--- src/rtl/raster_pkg.sv ---
package raster_pkg;

    localparam int DOTS_PER_LINE   = 341;
    localparam int LINES_PER_FRAME = 262;
    localparam int VBLANK_LINE     = 241;
    localparam int DOTS_PER_TICK   = 3;
    localparam int CTRL_W          = 8;
    localparam int NMI_EN_BIT      = 7;
    localparam int STAT_VBL_BIT    = 7;
    localparam int STAT_HIT_BIT    = 6;

    // Line events produced by the position counter for the current edge.
    typedef struct packed {
        logic enter_vblank;
        logic frame_wrap;
    } raster_evt_t;

    // Raise condition for a control write arriving while blanking is active.
    function automatic logic late_enable_rise(input logic old_en,
                                              input logic wr,
                                              input logic new_en,
                                              input logic in_vblank);
        return wr && new_en && !old_en && in_vblank;
    endfunction

endpackage

--- src/rtl/raster_counter.sv ---
module raster_counter
    import raster_pkg::*;
#(
    parameter int DOTS  = DOTS_PER_LINE,
    parameter int LINES = LINES_PER_FRAME,
    parameter int VBL   = VBLANK_LINE,
    parameter int STEP  = DOTS_PER_TICK
) (
    input  logic                     clk,
    input  logic                     rst,
    input  logic                     tick,
    output logic [$clog2(DOTS)-1:0]  dot,
    output logic [$clog2(LINES)-1:0] line,
    output raster_evt_t              evt
);

    localparam int DOT_W  = $clog2(DOTS);
    localparam int LINE_W = $clog2(LINES);
    localparam int SUM_W  = DOT_W + 1;
    localparam int LW1    = LINE_W + 1;

    logic [SUM_W-1:0] dot_sum;
    logic [LW1-1:0]   line_inc;
    logic             line_step;

    always_comb begin
        dot_sum          = {1'b0, dot} + SUM_W'(STEP);
        line_inc         = {1'b0, line} + LW1'(1);
        line_step        = tick && (dot_sum >= SUM_W'(DOTS));
        evt.enter_vblank = line_step && (line_inc == LW1'(VBL));
        evt.frame_wrap   = line_step && (line_inc == LW1'(LINES));
    end

    always_ff @(posedge clk) begin
        if (rst) begin
            dot  <= '0;
            line <= '0;
        end else if (tick) begin
            if (line_step) begin
                dot  <= DOT_W'(dot_sum - SUM_W'(DOTS));
                line <= evt.frame_wrap ? '0 : LINE_W'(line_inc);
            end else begin
                dot  <= DOT_W'(dot_sum);
            end
        end
    end

endmodule

--- src/rtl/raster_ctrl_reg.sv ---
module raster_ctrl_reg
    import raster_pkg::*;
#(
    parameter int W      = CTRL_W,
    parameter int EN_BIT = NMI_EN_BIT
) (
    input  logic         clk,
    input  logic         rst,
    input  logic         we,
    input  logic [W-1:0] wdata,
    input  logic         in_vblank,
    output logic         nmi_en,
    output logic         late_nmi
);

    localparam logic [W-1:0] EN_MASK = W'(1) << EN_BIT;

    logic         en_q;
    logic         unused_ctrl_bits;

    assign unused_ctrl_bits = ^(wdata & ~EN_MASK);
    assign nmi_en           = en_q;
    assign late_nmi         = late_enable_rise(en_q, we, wdata[EN_BIT], in_vblank);

    always_ff @(posedge clk) begin
        if (rst) begin
            en_q <= 1'b0;
        end else if (we) begin
            en_q <= wdata[EN_BIT];
        end
    end

endmodule

--- src/rtl/raster_flags.sv ---
module raster_flags
    import raster_pkg::*;
(
    input  logic        clk,
    input  logic        rst,
    input  raster_evt_t evt,
    input  logic        nmi_en,
    input  logic        late_nmi,
    input  logic        stat_rd,
    input  logic        nmi_ack,
    input  logic        hit_set,
    output logic        vblank,
    output logic        hit,
    output logic        nmi,
    output logic        frame_done
);

    // Later assignments take priority: strobes first, then line events.
    always_ff @(posedge clk) begin
        if (rst) begin
            vblank     <= 1'b0;
            hit        <= 1'b0;
            nmi        <= 1'b0;
            frame_done <= 1'b0;
        end else begin
            frame_done <= evt.frame_wrap;
            if (hit_set)  hit    <= 1'b1;
            if (stat_rd)  vblank <= 1'b0;
            if (nmi_ack)  nmi    <= 1'b0;
            if (late_nmi) nmi    <= 1'b1;
            if (evt.enter_vblank) begin
                vblank <= 1'b1;
                hit    <= 1'b0;
                if (nmi_en) nmi <= 1'b1;
            end
            if (evt.frame_wrap) begin
                vblank <= 1'b0;
                hit    <= 1'b0;
                nmi    <= 1'b0;
            end
        end
    end

endmodule

--- src/rtl/raster_nmi_timer.sv ---
module raster_nmi_timer
    import raster_pkg::*;
#(
    parameter int DOTS    = DOTS_PER_LINE,
    parameter int LINES   = LINES_PER_FRAME,
    parameter int VBL     = VBLANK_LINE,
    parameter int STEP    = DOTS_PER_TICK,
    parameter int CW      = CTRL_W,
    parameter int EN_BIT  = NMI_EN_BIT,
    parameter int VBL_BIT = STAT_VBL_BIT,
    parameter int HIT_BIT = STAT_HIT_BIT
) (
    input  logic                     clk,
    input  logic                     rst,
    input  logic                     cpu_tick,
    input  logic                     ctrl_we,
    input  logic [CW-1:0]            ctrl_wdata,
    input  logic                     stat_rd,
    input  logic                     nmi_ack,
    input  logic                     hit_set,
    output logic                     nmi_req,
    output logic                     vblank,
    output logic                     spr0_hit,
    output logic [CW-1:0]            status_byte,
    output logic [$clog2(LINES)-1:0] scanline,
    output logic [$clog2(DOTS)-1:0]  dot,
    output logic                     frame_done
);

    raster_evt_t evt;
    logic        nmi_en;
    logic        late_nmi;

    raster_counter #(
        .DOTS(DOTS), .LINES(LINES), .VBL(VBL), .STEP(STEP)
    ) u_counter (
        .clk  (clk),
        .rst  (rst),
        .tick (cpu_tick),
        .dot  (dot),
        .line (scanline),
        .evt  (evt)
    );

    raster_ctrl_reg #(
        .W(CW), .EN_BIT(EN_BIT)
    ) u_ctrl (
        .clk       (clk),
        .rst       (rst),
        .we        (ctrl_we),
        .wdata     (ctrl_wdata),
        .in_vblank (vblank),
        .nmi_en    (nmi_en),
        .late_nmi  (late_nmi)
    );

    raster_flags u_flags (
        .clk        (clk),
        .rst        (rst),
        .evt        (evt),
        .nmi_en     (nmi_en),
        .late_nmi   (late_nmi),
        .stat_rd    (stat_rd),
        .nmi_ack    (nmi_ack),
        .hit_set    (hit_set),
        .vblank     (vblank),
        .hit        (spr0_hit),
        .nmi        (nmi_req),
        .frame_done (frame_done)
    );

    always_comb begin
        status_byte          = '0;
        status_byte[VBL_BIT] = vblank;
        status_byte[HIT_BIT] = spr0_hit;
    end

endmodule

--- config.mk ---
export PLATFORM = sky130hd
export DESIGN_NAME = raster_nmi_timer
export DESIGN_NICKNAME = d
export VERILOG_FILES = /design/src/rtl/raster_pkg.sv /design/src/rtl/raster_counter.sv /design/src/rtl/raster_ctrl_reg.sv /design/src/rtl/raster_flags.sv /design/src/rtl/raster_nmi_timer.sv
export SDC_FILE = /design/constraint.sdc
export NUM_CORES = 1
export LEC_CHECK = 0
export BUFFER_PORTS_ARGS = -buffer_cell sky130_fd_sc_hd__buf_4
export CORE_MARGIN = 2
export CORE_UTILIZATION = 45
export DETAILED_ROUTE_END_ITERATION = 16
export GPL_TIMING_DRIVEN = 0
export PLACE_DENSITY = 0.77
export SYNTH_ARGS = -nofsm -noshare
export SYNTH_HDL_FRONTEND = slang
export SYNTH_SLANG_ARGS = --single-unit
--- constraint.sdc ---
create_clock -name clk -period 3.3 [get_ports clk]
set_input_delay 0.33 -clock clk [delete_from_list [all_inputs] [get_ports clk]]
set_output_delay 0.33 -clock clk [all_outputs]
set_load 0.01 [all_outputs]
==> results.cfg, run 1 <==
[pwr]
power.density_nw_per_um2 = 272
vdd_ir_drop_max_mv = 0.146
p_leak_uw = 0.000901

[place]
post-dp-hpwl_um = 3400
port_buffers = 30
gp_congestion = 0.947

[cts]
cts_root_buf = clkbuf_8
clk_pin_slew_ns = 0.09
h-tree-depth = 1
cts_resized = 0
clkSinkCount = 23
cts_buffers = 3
postCtsSetupBuffers = 0
insertion_delay_ns = 0.27
holdBufCountCts = 0
cts_tree = yes
clk_path_buf_depth = 2

[detailed_routing]
drt_iter0_drc = 84
drc_errors = 0
num_vias = 1818
finalWirelength_um = 4580
viasPerCell = 5.56
drtAntennaViolNets = 0
dr.pass1.iters = 4
wl_per_cell_um = 14.0

[die]
core-area_um2 = 4000
io_pins = 45
rows = 23
die_height_um = 68.6
dieArea_um2 = 4710
die_w_um = 68.6
initial_utilization = 0.470

[setup_path]
required_ns = 3.47
cpLargestDelayFamily = simple AND/OR/NAND/NOR gates
slowest_delay_ns = 0.42
cp_max_fo = 7
crit_buf_inv = 2
start_kind = register
endpoint_kind = register
critical-path-slowest-cell = nor4_4
worstSetupPathType = register to register
cp.arrival_ns = 3.30
path_cells = buf_2, inv_1, ha_1, and4b_4, a211oi_2, nor4_4, o21ai_1, and4bb_1, a211oi_1, mux2_1

[cells_and_area]
final_layout_size_suffix_gt1_frac = 0.217
nets = 301
final_common_cell = buf_4
antenna_cells = 0
area_growth_pct = 19.1
final_cell_mix = buf_4, nor2_1, dfxtp_1

[timing]
hold_ws_ns = 0.307
max_freq_ghz = 0.320
slew_headroom = 0.622
skew_ns = 0.00561
finalMaxSlewViolations = 0
min_period_over_period = 0.947
tns_ns = 0
finalSetupViolCount = 0
worst_pin_slew_ns = 0.567
fin_crit_ns = 3.13
grt_setup_unrepaired = no
hold_viol_final = 0

[synth]
yosysUniqueCellTypes = 57
synth_top_flop_cell = dfxtp_1
synth_edf_count = 0
ys_seq_area_frac = 0.245
avgSynthCellArea_um2 = 7.90
ys_warn_count = 0
synthArstFlopShare = 0
synth-seq-cells = 23
netlist_area_um2 = 1880
netlist_instances = 238

[global_route]
grt_overflow = 0
antenna_found_initial = 0
gr-usage-all-layers = 0.200
grt_max_degree = 14
grt_pass1_vias = 1576
grt_pass1_wl_um = 7140

[min_path]
hold_path_class = input port to register

[flow_run]
cap_violations = 0

[outcome]
status = complete, no violations
## kinds of logic after synthesis
logic type	count (synthesis)	synth area share
adder cells (fa/ha/maj)	8	0.0532
other	1	0.00199
flip-flops	23	0.245
XOR/XNOR	14	0.0652
multiplexers	4	0.0233
AND/OR/NAND/NOR	95	0.281
AO/OA/AOI/OAI	59	0.241
buffers and inverters	34	0.0898
## power by group
part           internal [µW]  switching (µW)
logic                   53.5            74.4
registers                284            8.51
clock network           84.7             103
## cell usage after synthesis, types with 3 or more instances
cell,instances,area [µm²]
dfxtp_1,23,460
nor2_1,23,86.3
nor3_1,14,70.1
nand2_1,12,45.0
inv_1,11,41.3
a21oi_1,9,45.0
buf_4,9,67.6
nand3_1,9,45.0
clkbuf_1,8,30.0
ha_1,8,100
o211ai_1,7,52.6
xnor2_1,7,61.3
xor2_1,7,61.3
and3_1,6,37.5
buf_2,6,30.0
o21a_1,6,45.0
a31oi_1,5,31.3
nor2b_1,5,31.3
o21ai_0,5,25.0
nand4_1,4,25.0
a21boi_0,3,22.5
nor4b_1,3,26.3
o31ai_1,3,22.5
## final timing paths
| kind | from | to | slack, ns | cells after the start |
|---|---|---|---|---|
| setup reg to reg | u_counter.dot[0] | u_counter.dot[6] | 0.17 | 10 |
| hold / removal | ctrl_wdata[7] | u_ctrl.nmi_en | 0.31 | 3 |
| hold reg to reg | u_flags.nmi | u_flags.nmi | 0.49 | 2 |
| setup / recovery | u_counter.dot[0] | u_counter.dot[6] | 0.17 | 10 |
## flip-flops by register name, summed over array words and instances (netlist names)
name and flops:
u_counter.line 9, u_counter.dot 9, u_flags.hit 1, u_flags.nmi 1, u_flags.vblank 1, u_flags.frame_done 1
u_ctrl.nmi_en 1
## per-stage QoR
step                worst slack (ns)  cells  power (µW)  instance area [µm²]   util
floorplan                      0.480    243         389                 1900      -
global placement               0.215    323         425                 2190  0.547
detailed placement             0.212    323         425                 2190  0.547
CTS                            0.183    327         608                 2230  0.558
global route                  0.0581    327         633                 2240  0.560
finish                         0.175    327         608                 2240  0.560
## layout make-up
cell class | count | area [µm²]
sequential | 23 | 460
inverter | 11 | 41.3
multi-input combinational | 186 | 1280
timing repair buffer | 30 | 225
fill | 392 | 1760
clock inverter | 1 | 5.00
buffer | 23 | 128
clock buffer | 3 | 41.3
tap | 50 | 62.6
## tightest hold or removal path, stage by stage
cell	delay, ns
buf_4	0.08
mux2i_1	0.06
nor2_1	0.08
## metal layers
| layer | global-route usage | routed length (µm) | share of wire | up-vias |
|---|---|---|---|---|
| met1 | 0.256 | 2180 | 0.48 | 843 |
| met3 | 0.0292 | 219 | 0.048 | 4 |
| met5 | 0 | 0 | 0 | - |
| met2 | 0.349 | 2140 | 0.47 | 42 |
| met4 | 0.0525 | 38 | 0.0083 | 0 |
| li1 | - | - | - | 929 |
No activity file was read; power rests on OpenSTA's default activity.
==> run 2, diff against run 1 <==
- clock period: 3.3 -> 3.73 ns (I/O delays scaled with it)
==> results.cfg, run 2 (synthesis gave the netlist of run 1 again) <==
[cts]
postCtsSetupBuffers = 0
cts_buffers = 3
clk_path_buf_depth = 2
clkSinkCount = 23
clk_pin_slew_ns = 0.09
cts_root_buf = clkbuf_8
holdBufCountCts = 0
cts_tree = yes
insertion_delay_ns = 0.27
cts_resized = 0
h-tree-depth = 1

[place]
place_area_um2 = 2190
port_buffers = 30
gp_congestion = 0.947
dp_cells = 323
post-dp-hpwl_um = 3400
place_ws_ns = 0.642

[setup_path]
cp.arrival_ns = 3.27
r2r-end = u_counter.dot[6]
start_kind = register
reg2reg_from = u_counter.dot[0]
required_ns = 3.90
slowest_delay_ns = 0.41
ff2ff_path_depth = 10
critical-path-slowest-cell = nor4_4
path_cells = buf_2, inv_1, ha_1, and4b_4, a211oi_2, nor4_4, o21ai_1, and4bb_1, a211oi_1, mux2_1
cp_max_fo = 7
worstSetupPathType = register to register
endpoint_kind = register
rrSetupSlack_ns = 0.62

[min_path]
hold_start = ctrl_wdata[7]
holdPathEnd = u_ctrl.nmi_en
hold_path_class = input port to register
whs_path_depth = 3

[die]
die_w_um = 68.6
die_height_um = 68.6
dieArea_um2 = 4710
io_pins = 45
core-area_um2 = 4000
rows = 23
initial_utilization = 0.470

[cells_and_area]
final_cell_mix = buf_4, nor2_1, dfxtp_1
fillers = 395
utilization = 0.558
final_layout_size_suffix_gt1_frac = 0.213
final_common_cell = buf_4
fin_area_um2 = 2230
nets = 301
final_cells = 327
antenna_cells = 0
area_growth_pct = 18.8
largest_registers = u_counter.dot (9), u_counter.line (9)

[timing]
grt_setup_unrepaired = no
max_freq_ghz = 0.322
min_period_over_period = 0.833
finalMaxSlewViolations = 0
finalWorstSetupSlack_ns = 0.623
tns_ns = 0
slew_headroom = 0.631
hold_viol_final = 0
finalSetupViolCount = 0
skew_ns = 0.00188
worst_pin_slew_ns = 0.546
fin_crit_ns = 3.11

[detailed_routing]
viasPerCell = 5.51
wl_per_cell_um = 13.8
num_vias = 1802
drtAntennaViolNets = 0
finalWirelength_um = 4520
dr.pass1.iters = 4
drc_errors = 0
drt_iter0_drc = 86

[pwr]
vdd_ir_drop_max_mv = 0.129
p_leak_uw = 0.000901
power.density_nw_per_um2 = 240

[global_route]
grt_overflow = 0
grt_max_degree = 14
antenna_found_initial = 0
grt_pass1_vias = 1576
grt_pass1_wl_um = 7140
gr-usage-all-layers = 0.200

[flow_run]
cap_violations = 0

[outcome]
status = complete, no violations
[run 2: cell count changes in the layout (fill, tap and decap cells not counted)]
cell,delta
nor4b_1,+1
nor4b_2,-1
[run 2: layout make-up]
type | instances | area [µm²] | share of cell area
sequential | 23 | 460 | 0.206
clock buffer | 3 | 41.3 | 0.0185
timing repair buffer | 30 | 225 | 0.101
multi-input combinational | 186 | 1270 | 0.569
buffer | 23 | 128 | 0.0571
tap | 50 | 62.6 | 0.0280
clock inverter | 1 | 5.00 | 0.00224
inverter | 11 | 41.3 | 0.0185
[run 2: through the flow]
stage | hold WS, ns | power [µW]
floorplan | 0.460 | 344
global placement | 0.477 | 376
detailed placement | 0.478 | 376
CTS | 0.355 | 538
global route | 0.352 | 560
finish | 0.355 | 536
[run 2: per-layer routing]
| metal | track usage | up-vias | part of all wire |
|---|---|---|---|
| li1 | - | 929 | - |
| met1 | 0.256 | 822 | 0.46 |
| met2 | 0.349 | 47 | 0.48 |
| met3 | 0.0292 | 4 | 0.057 |
| met4 | 0.0525 | 0 | 0.0080 |
| met5 | 0 | - | 0 |
[run 2: worst max-delay path, delay by kind of cell (launching register included)]
family,cells,cell delay [ns]
buf+inv,2,0.32
compound gates,3,0.63
mux,1,0.35
simple gates,3,1.04
fa+ha+maj,1,0.28
flops,1,0.37
[run 2: power breakdown]
| group | total, µW | internal (µW) | switching, µW | leakage (µW) |
|---|---|---|---|---|
| combinational | 113 | 47.3 | 65.5 | 0.000689 |
| sequential | 259 | 251 | 7.54 | 0.000186 |
| clock | 165 | 74.9 | 89.7 | 0.0000255 |
[run 2: how the worst max path moves through the flow]
stage | cells after the start | startpoint | slack, ns | to
after CTS | 10 | u_counter.dot[0] | 0.61 | u_counter.dot[6]
after global placement | 10 | u_counter.dot[0] | 0.64 | u_counter.dot[6]
after global routing | 11 | u_counter.dot[0] | 0.42 | u_flags.vblank
after detailed placement | 10 | u_counter.dot[0] | 0.64 | u_counter.dot[6]
final | 10 | u_counter.dot[0] | 0.62 | u_counter.dot[6]
after floorplan | 10 | u_counter.dot[0] | 0.91 | u_counter.dot[6]
